==> config.mk <==
export PLATFORM = sky130hd
export DESIGN_NAME = bufstack_mgr
export DESIGN_NICKNAME = d
export VERILOG_FILES = /design/src/rtl/bsm_pkg.sv /design/src/rtl/bsm_addr_dec.sv /design/src/rtl/bsm_word_fmt.sv /design/src/rtl/bufstack_mgr.sv
export SDC_FILE = /design/constraint.sdc
export NUM_CORES = 2
export LEC_CHECK = 0
export BUFFER_PORTS_ARGS = -buffer_cell sky130_fd_sc_hd__buf_4
export CORE_ASPECT_RATIO = 0.5
export CORE_MARGIN = 5
export CORE_UTILIZATION = 50
export DETAILED_ROUTE_END_ITERATION = 7
export PLACE_DENSITY = 0.67
export SLEW_MARGIN = 15
export SYNTH_ARGS = -nofsm -noshare
export SYNTH_HDL_FRONTEND = slang
export SYNTH_SLANG_ARGS = --single-unit
==> constraint.sdc <==
create_clock -name clk -period 18.9 [get_ports clk]
set_input_delay 1.89 -clock clk [delete_from_list [all_inputs] [get_ports clk]]
set_output_delay 1.89 -clock clk [all_outputs]
set_load 0.1 [all_outputs]
==> src/rtl/bsm_pkg.sv <==
package bsm_pkg;
    localparam int WORD_W    = 64;
    localparam int REGION_LO = 26;
    localparam int REGION_W  = 3;
    localparam logic [2:0] REGION_ID = 3'd6;
    localparam int STK_LO    = 3;
    localparam int STK_W     = 5;
    localparam int VA_LO     = 7;
    localparam int VA_W      = 35;
    localparam int SZ_W      = 3;

    localparam logic [1:0] CODE_OK   = 2'd0;
    localparam logic [1:0] CODE_NONE = 2'd3;
endpackage

==> src/rtl/bsm_addr_dec.sv <==
module bsm_addr_dec
    import bsm_pkg::*;
#(
    parameter int ADDR_W     = 40,
    parameter int NUM_STACKS = 8
) (
    input  logic [ADDR_W-1:0] addr,
    output logic              hit,
    output logic [STK_W-1:0]  idx,
    output logic              in_range
);
    logic unused_addr;

    assign hit      = (addr[REGION_LO +: REGION_W] == REGION_ID);
    assign idx      = addr[STK_LO +: STK_W];
    assign in_range = (int'(idx) < NUM_STACKS);

    assign unused_addr = ^{addr[ADDR_W-1:REGION_LO+REGION_W],
                           addr[REGION_LO-1:STK_LO+STK_W], addr[STK_LO-1:0]};
endmodule

==> src/rtl/bsm_word_fmt.sv <==
module bsm_word_fmt
    import bsm_pkg::*;
(
    input  logic [1:0]       code,
    input  logic [SZ_W-1:0]  size,
    input  logic [STK_W-1:0] stk,
    input  logic [VA_W-1:0]  va,
    output logic [WORD_W-1:0] word
);
    // code | size | hw-buffer | instance | rsvd | stack | rsvd | address | rsvd
    assign word = {code, size, 1'b1, 2'b00, 3'b000, stk, 6'b000000, va, 7'b0000000};
endmodule

==> src/rtl/bufstack_mgr.sv <==
module bufstack_mgr
    import bsm_pkg::*;
#(
    parameter int NUM_STACKS = 8,
    parameter int DEPTH      = 4,
    parameter int ADDR_W     = 40
) (
    input  logic                      clk,
    input  logic                      rst_n,
    input  logic                      st_valid,
    input  logic [ADDR_W-1:0]         st_addr,
    input  logic [63:0]               st_data,
    input  logic                      ld_valid,
    input  logic [ADDR_W-1:0]         ld_addr,
    input  logic [3*NUM_STACKS-1:0]   cfg_size,
    output logic                      resp_valid,
    output logic [63:0]               resp_data,
    output logic [NUM_STACKS-1:0]     stk_empty,
    output logic [NUM_STACKS-1:0]     stk_ovf
);
    localparam int CNT_W = $clog2(DEPTH + 1);
    localparam int ENT   = NUM_STACKS * DEPTH;
    localparam int ENT_W = (ENT > 1) ? $clog2(ENT) : 1;
    localparam logic [CNT_W-1:0] FULL_CNT = CNT_W'(DEPTH);

    typedef struct packed {
        logic [ENT-1:0][VA_W-1:0]        mem;
        logic [NUM_STACKS-1:0][CNT_W-1:0] cnt;
        logic [NUM_STACKS-1:0]            ovf;
        logic                             rv;
        logic [1:0]                       rcode;
        logic [SZ_W-1:0]                  rsize;
        logic [STK_W-1:0]                 rstk;
        logic [VA_W-1:0]                  rva;
    } state_t;

    state_t s_d, s_q;

    logic             st_hit, st_in, ld_hit, ld_in;
    logic [STK_W-1:0] st_idx, ld_idx;
    logic [CNT_W-1:0] c_tmp;
    logic             unused_data;

    assign unused_data = ^{st_data[63:VA_LO+VA_W], st_data[VA_LO-1:0]};

    bsm_addr_dec #(.ADDR_W(ADDR_W), .NUM_STACKS(NUM_STACKS)) u_st_dec (
        .addr(st_addr), .hit(st_hit), .idx(st_idx), .in_range(st_in)
    );

    bsm_addr_dec #(.ADDR_W(ADDR_W), .NUM_STACKS(NUM_STACKS)) u_ld_dec (
        .addr(ld_addr), .hit(ld_hit), .idx(ld_idx), .in_range(ld_in)
    );

    always_comb begin
        s_d    = s_q;
        s_d.rv = 1'b0;
        c_tmp  = '0;

        // store is applied first
        if (st_valid && st_hit && st_in) begin
            c_tmp = s_d.cnt[st_idx];
            if (c_tmp == FULL_CNT) begin
                s_d.ovf[st_idx] = 1'b1;
            end else begin
                s_d.mem[ENT_W'(int'(st_idx) * DEPTH + int'(c_tmp))] =
                    st_data[VA_LO +: VA_W];
                s_d.cnt[st_idx] = c_tmp + CNT_W'(1);
            end
        end

        // then the load sees the updated stack
        if (ld_valid && ld_hit) begin
            s_d.rv    = 1'b1;
            s_d.rstk  = ld_idx;
            s_d.rcode = CODE_NONE;
            s_d.rsize = '0;
            s_d.rva   = '0;
            if (ld_in) begin
                s_d.rsize = cfg_size[int'(ld_idx) * SZ_W +: SZ_W];
                if (s_d.cnt[ld_idx] != '0) begin
                    c_tmp = s_d.cnt[ld_idx] - CNT_W'(1);
                    s_d.cnt[ld_idx] = c_tmp;
                    s_d.rcode = CODE_OK;
                    s_d.rva   = s_d.mem[ENT_W'(int'(ld_idx) * DEPTH + int'(c_tmp))];
                end
            end
        end
    end

    always_ff @(posedge clk or negedge rst_n) begin
        if (!rst_n) begin
            s_q <= '0;
        end else begin
            s_q <= s_d;
        end
    end

    bsm_word_fmt u_fmt (
        .code(s_q.rcode), .size(s_q.rsize), .stk(s_q.rstk), .va(s_q.rva),
        .word(resp_data)
    );

    assign resp_valid = s_q.rv;
    assign stk_ovf    = s_q.ovf;

    for (genvar i = 0; i < NUM_STACKS; i++) begin : g_empty
        assign stk_empty[i] = (s_q.cnt[i] == '0);
    end
endmodule

* Yosys cells after proc, flatten, opt, wreduce, memory -nomap -nowiden
Index checks and enable logic that the tools add are counted.
Storage, ports and cells: flip-flop bits (word level) 1198, bits in latches 0, RAM bits 0, bits in read-only memories 0, input port bits 172, output and inout bits 81, memories kept 0
Cells by class: $add $sub $neg 4, multipliers 1, divide/modulo/power cells 0, magnitude comparators 9, eq/ne operators 3, shifts and indexed selects 1, multiplexer cells 29, bitwise logic cells 1, reduce and logical (&&, ||, !) cells 16
Operator list (count):
- 2-to-1 mux 1152 bit | 1
- 2-to-1 mux 1144 bit | 1
- bitwise mux 1120 bit | 1
- binary-select mux 35 bit (select 5 bit) | 1
- demux 35 bit (select 5 bit) | 1
- 2-to-1 mux 35 bit | 5
- 2-to-1 mux 24 bit | 3
- bitwise mux 24 bit | 2
- 2-to-1 mux 46 bit | 1
- zero test 3 bit | 8
- variable part select 24 x 8 -> 3 bit | 1
- less-than comparator 5 x 4 -> 1 bit, second input constant | 4
- binary-select mux 3 bit (select 3 bit) | 2
- demux 3 bit (select 3 bit) | 2
- >= comparator 5 x 1 -> 1 bit, second input constant | 3
- less-than comparator 5 x 7 -> 1 bit, second input constant | 2
- 2-to-1 mux 3 bit | 4
- adder 5 x 3 -> 5 bit | 2
- equality test 3 bit, second input constant | 3
- 2-to-1 mux 8 bit | 1
- OR 8 bit | 1
- multiplier 5 x 2 -> 7 bit, second input constant | 1
- logical AND 1 bit | 6
- 2-to-1 mux 5 bit | 1
- other kinds (7) | 7

* Logic depth before layout (Yosys ltp)
word-level depth 20, depth in mapped cells 30, depth with buffers taken out 23

* Hierarchy
Synthesis repeated with hierarchy kept, for this count alone.
Second synthesis, totals: cell total of the unflattened synthesis 3746, area, all modules 50838.8 um2
By module, submodules not included:
- bufstack_mgr | instances 1, cells each 3666, area each 50250.7 um2, seq. area each 29953.7 um2
- bsm_word_fmt | instances 1, cells each 66, area each 488.0 um2, seq. area each 0.0 um2
- bsm_addr_dec | instances 2, cells each 7, area each 50.0 um2, seq. area each 0.0 um2

* Least setup slack after synthesis
OpenSTA, ideal clock, no wires.
path type input -> register, from in st_addr[3], to reg s_q[16] (netlist name), arrival 7.879 ns, setup slack 10.887 ns, cell stages on the path 28, path buffers 9, path through buf_4 > clkbuf_1 > mux4_2 > nand2_1 > and2_1 > ha_1 > clkbuf_1 > a311oi_4 > and2_1 > buf_2 > a211o_2 > nand4_4 > nor2_8 > inv_2 > clkbuf_1 > clkbuf_1 > ha_1 > ha_1 > clkbuf_1 > inv_1 > ha_1 > inv_2 > clkbuf_1 > clkbuf_1 > mux4_2 > mux2_2 > a22oi_1 > o31ai_1
Between the ends: longest elaborated chain between the ends 16
RTL lines:
- start: declaration | line bufstack_mgr.sv:11 | input logic [ADDR_W-1:0] st_addr,
- >= comparator 5 x 1 -> 1 bit (implied by the code) / less-than comparator 5 x 4 -> 1 bit (equally long branches) | line bufstack_mgr.sv:67, bsm_addr_dec.sv:16
- logical AND 1 bit (implied by the code) | line bufstack_mgr.sv:67 | s_d.cnt[st_idx] = c_tmp + CNT_W'(1);
- 2-to-1 mux 3 bit (implied by the code) | line bufstack_mgr.sv:67
- demux 3 bit (select 3 bit) | line bufstack_mgr.sv:67
- bitwise mux 24 bit | line bufstack_mgr.sv:67
- 2-to-1 mux 1144 bit | line bufstack_mgr.sv:62 | if (c_tmp == FULL_CNT) begin
- 2-to-1 mux 1152 bit (*) | line bufstack_mgr.sv:60 | if (st_valid && st_hit && st_in) begin
- binary-select mux 3 bit (select 3 bit) | line bufstack_mgr.sv:80, bufstack_mgr.sv:81
- 2-to-1 mux 3 bit (implied by the code) | line bufstack_mgr.sv:80, bufstack_mgr.sv:81
- subtractor 3 x 1 -> 3 bit | line bufstack_mgr.sv:81 | c_tmp = s_d.cnt[ld_idx] - CNT_W'(1);
- adder 5 x 3 -> 5 bit | line bufstack_mgr.sv:84 | s_d.rva = s_d.mem[ENT_W'(int'(ld_idx) * DEPTH + int'(c_tmp))];
- binary-select mux 35 bit (select 5 bit) | line bufstack_mgr.sv:84
- 2-to-1 mux 35 bit (implied by the code) (2 in series) | line bufstack_mgr.sv:84
- 2-to-1 mux 35 bit (*) | line bufstack_mgr.sv:80 | if (s_d.cnt[ld_idx] != '0) begin
- 2-to-1 mux 35 bit (*) | line bufstack_mgr.sv:78 | if (ld_in) begin
- end signal: assignment | line bufstack_mgr.sv:92 | s_q <= '0;
- end signal: assignment | line bufstack_mgr.sv:94 | s_q <= s_d;
- end: declaration | line bufstack_mgr.sv:37 | state_t s_d, s_q;
Mark *: on every way between the ends. The rest lies on a longest branch, timed or not. The select of a mux whose other input is x is not followed. A chain may end at the register's enable or synchronous reset.

* Worst setup path in the final report
from in st_addr[4], to reg s_q[19] (netlist name)
Same word-level chain as after synthesis.

==> results by group <==
Run status
  – Status: completed

Routing
  – Routed wl met2: 53600 um
  – # DRC: 0
  – Met3 WL: 7190 um
  – Detailed Routing Iterations Pass 1: 5
  – Final Routed Wirelength: 118000 um
  – Initial DRC count: 2604
  – WL/cell: 24.2 um
  – DR vias/cell: 5.82
  – Top Metal Used: met4
  – Detail Route Antenna Nets: 0
  – Vias: 28361
  – Wl on met1: 54500 um

Worst setup path
  – WP data required: 19420 ps
  – WS Path Type: in -> reg
  – CP Capture Type: flip-flop
  – Startpoint types: input port
  – CP Max Fanout: 53
  – Worst path arrival time: 11360 ps

Floorplanning
  – Die area: 109000 um^2
  – # rows: 83
  – Width of the chip: 463 um
  – Core area: 102000 um^2
  – Die height: 236 um
  – Initial Util: 50.1%
  – Number of top-level pins: 253

Synthesis
  – Post-synth EDFFs: 0
  – Post-synthesis mux area share: 22.7%
  – Post-synth ARST share: 100%
  – Netlist cell types: 73
  – Yosys reg bits: 1197
  – Synthesized area: 51200 um^2
  – Synth Area in Simple Gates: 4.42%
  – Sequential share of the synthesized area: 58.5%
  – Post-synthesis xor/xnor area fraction: 0.0684%
  – Largest family of logic cells by synthesized area: multiplexers
  – Mapped Cells: 3986
  – Ys flop type: dfrtp_1
  – Avg Inst Size Synth: 12.9 um^2
  – Synth Area in Adders: 0.244%
  – Synth Area in Compound Gates: 6.62%
  – YS warnings: 0

Worst hold path
  – Worst min path class: reg -> reg

Power and ir drop
  – Max VDD drop: 0.0000732 V
  – Pleak: 0.0260 uW
  – Switch Pwr: 1370 uW
  – Sw Ratio: 25.5%
  – Cell Int Power: 4000 uW
  – Clock power share: 41.5%
  – Design Power: 5370 uW
  – Sequential share of power: 48.4%
  – Power Dens Cells: 98.5 nW/um^2
  – Part of the power in combinational logic: 10.1%

Clock tree
  – CTS clock-pin slew for the worst setup and hold paths: 60 ps
  – CTS tree: built
  – Inserted Clock Buffers: 106
  – Post CTS Setup Buffer Count: 0
  – CTS Root Cell: clkbuf_16
  – Clock buffer depth: 3
  – H-tree level count: 3
  – Clk sink count: 1197
  – Clk_lat worst skew: 710 ps
  – PostCTS Resize Cnt: 0
  – Hold buffer count at cts: 0

Timing
  – RSZ-0062 raised after global routing: false
  – Max Freq: 92.2 MHz
  – Layout Skew: 22.9 ps
  – Period utilisation layout: 57.4%
  – Relative slew slack: 21.1%
  – Final-report max-slew violation count: 0
  – Slew @ Worst Pin: 1150 ps
  – Final Hold Vio Count: 0
  – Total negative slack: 0 ps
  – Setup Viol. Count Final: 0
  – Minimum clock period: 10850 ps

Global route
  – First-pass GRT wire length: 183000 um
  – Congestion Overflow GR: 0
  – Global Route Usage Sum: 21.5%
  – Vias in the first global route: 30064
  – Initial antenna violation count: 5
  – Largest net degree at the start of global routing: 203

Placed design
  – Detailed placement HPWL: 67000 um
  – Port buffer count: 140
  – GPL Wtd Cong: 0.847

Layout
  – Fraction of layout cells with a size suffix above 1: 33.0%
  – Register Area: 30000 um^2
  – Util after Layout: 53.4%
  – Area of the multi-input gates: 17600 um^2
  – Layout fillers: 8287
  – Area Growth Syn to Fin: 6.50%
  – Nets@finish: 3612

Job
  – Max Cap Viol: 0
power groups by stage:
stage / combinational [uW] / clock, uW / sequential (uW)
finish: 541 / 2230 / 2600
global route: 579 / 2380 / 2600
CTS: 547 / 2270 / 2600
detailed placement: 546 / 0 / 2650
global placement: 541 / 0 / 2650
floorplan: 365 / 0 / 2640
state kept, by name, summed over array words and instances (netlist names):
| signal | cells |
|---|---|
| resp_valid | 1 |
| s_q | 1188 |
| stk_ovf | 8 |
synthesized netlist by cell type, drive strengths merged, types with 39 or more instances:
| cell type | instances | share of area [%] |
|---|---|---|
| o22ai | 39 | 0.48 |
| mux4 | 157 | 6.9 |
| o21ai | 64 | 0.63 |
| buf | 135 | 1.9 |
| nand3 | 72 | 0.70 |
| a21oi | 137 | 1.3 |
| dfrtp | 1197 | 58 |
| a211oi | 39 | 0.57 |
| mux2 | 588 | 13 |
| clkbuf | 752 | 5.5 |
| nand2 | 282 | 2.1 |
| mux2i | 145 | 2.8 |
cells by family after synthesis:
kind of cell / count (synthesis)
XOR/XNOR: 4
flip-flops: 1197
other: 2
AO/OA/AOI/OAI: 494
adder cells (fa/ha/maj): 10
buffers and inverters: 900
AND/OR/NAND/NOR: 489
multiplexers: 890
cell usage in the layout, fill, tap and decap left out, types with 10 or more instances in the layout:
cell,instances
a2111oi_0,30
a211o_1,27
a211oi_1,38
a21boi_0,11
a21oi_1,136
a22oi_1,17
a311o_1,11
a31oi_1,14
a32o_1,18
buf_4,195
clkbuf_1,23
clkbuf_16,108
clkbuf_8,28
clkinv_2,20
conb_1,19
dfrtp_1,1197
inv_1,10
mux2_2,579
mux2i_1,145
mux4_2,157
nand2_1,278
nand3_1,68
nor2_1,27
nor3_1,15
o211ai_1,17
o21ai_0,59
o22a_1,14
o22ai_1,39
o31ai_1,15
or3_1,24
layer usage:
metal	vias to the layer above	GRT usage (%)
met4	0	5.55
met2	768	32.8
met1	14938	31.0
met3	181	5.76
li1	12474	-
met5	-	0
through the flow:
step | cell area, um^2 | hold WS [ps] | instances | worst slack [ps]
2_1_floorplan | 51300 | 422 | 4003 | 10890
3_3_place_gp | 50900 | 358 | 4676 | 7490
3_5_place_dp | 50900 | 359 | 4676 | 7440
4_1_cts | 54500 | 375 | 4868 | 8150
5_1_grt | 54600 | 378 | 4876 | 7700
6_report | 54600 | 371 | 4876 | 8050
final cells by class:
cell class | count | share of cell area [%]
antenna | 2 | 0.00917
clock buffer | 156 | 5.74
clock inverter | 36 | 0.839
inverter | 13 | 0.101
multi-input combinational | 1906 | 32.3
sequential | 1197 | 54.9
tap | 1360 | 3.12
timing repair buffer | 206 | 2.99
worst max-delay path, cell delays in order:
cell and delay (ps):
buf_4 240, mux2_1 350, a22o_1 260, a21oi_2 270, and2_1 460, ha_1 460
nand3_1 520, and4_1 420, a211o_1 340, nand4_4 80, buf_4 490, nor2_8 80
inv_2 580, ha_2 300, ha_1 350, inv_1 90, ha_1 350, inv_6 430
buf_4 690, buf_4 790, mux4_2 420, mux2_2 270, a22oi_1 910, o31ai_1 170
worst paths after layout:
| kind | start | end | slack (ps) | cells after the start |
|---|---|---|---|---|
| setup / recovery | st_addr[4] | s_q[19]$_DFFE_PN0P_ | 8050 | 24 |
| max in group asynchronous | rst_n | s_q[497]$_DFF_PN0_ | 13710 | 5 |
| hold reg to reg | s_q[914]$_DFF_PN0_ | s_q[914]$_DFF_PN0_ | 370 | 0 |
| hold / removal | s_q[914]$_DFF_PN0_ | s_q[914]$_DFF_PN0_ | 370 | 0 |
| min in group asynchronous | rst_n | s_q[957]$_DFF_PN0_ | 1310 | 1 |
| setup reg to reg | s_q[75]$_DFF_PN0_ | s_q[19]$_DFFE_PN0P_ | 9120 | 23 |
No activity file was read; power rests on OpenSTA's default activity.
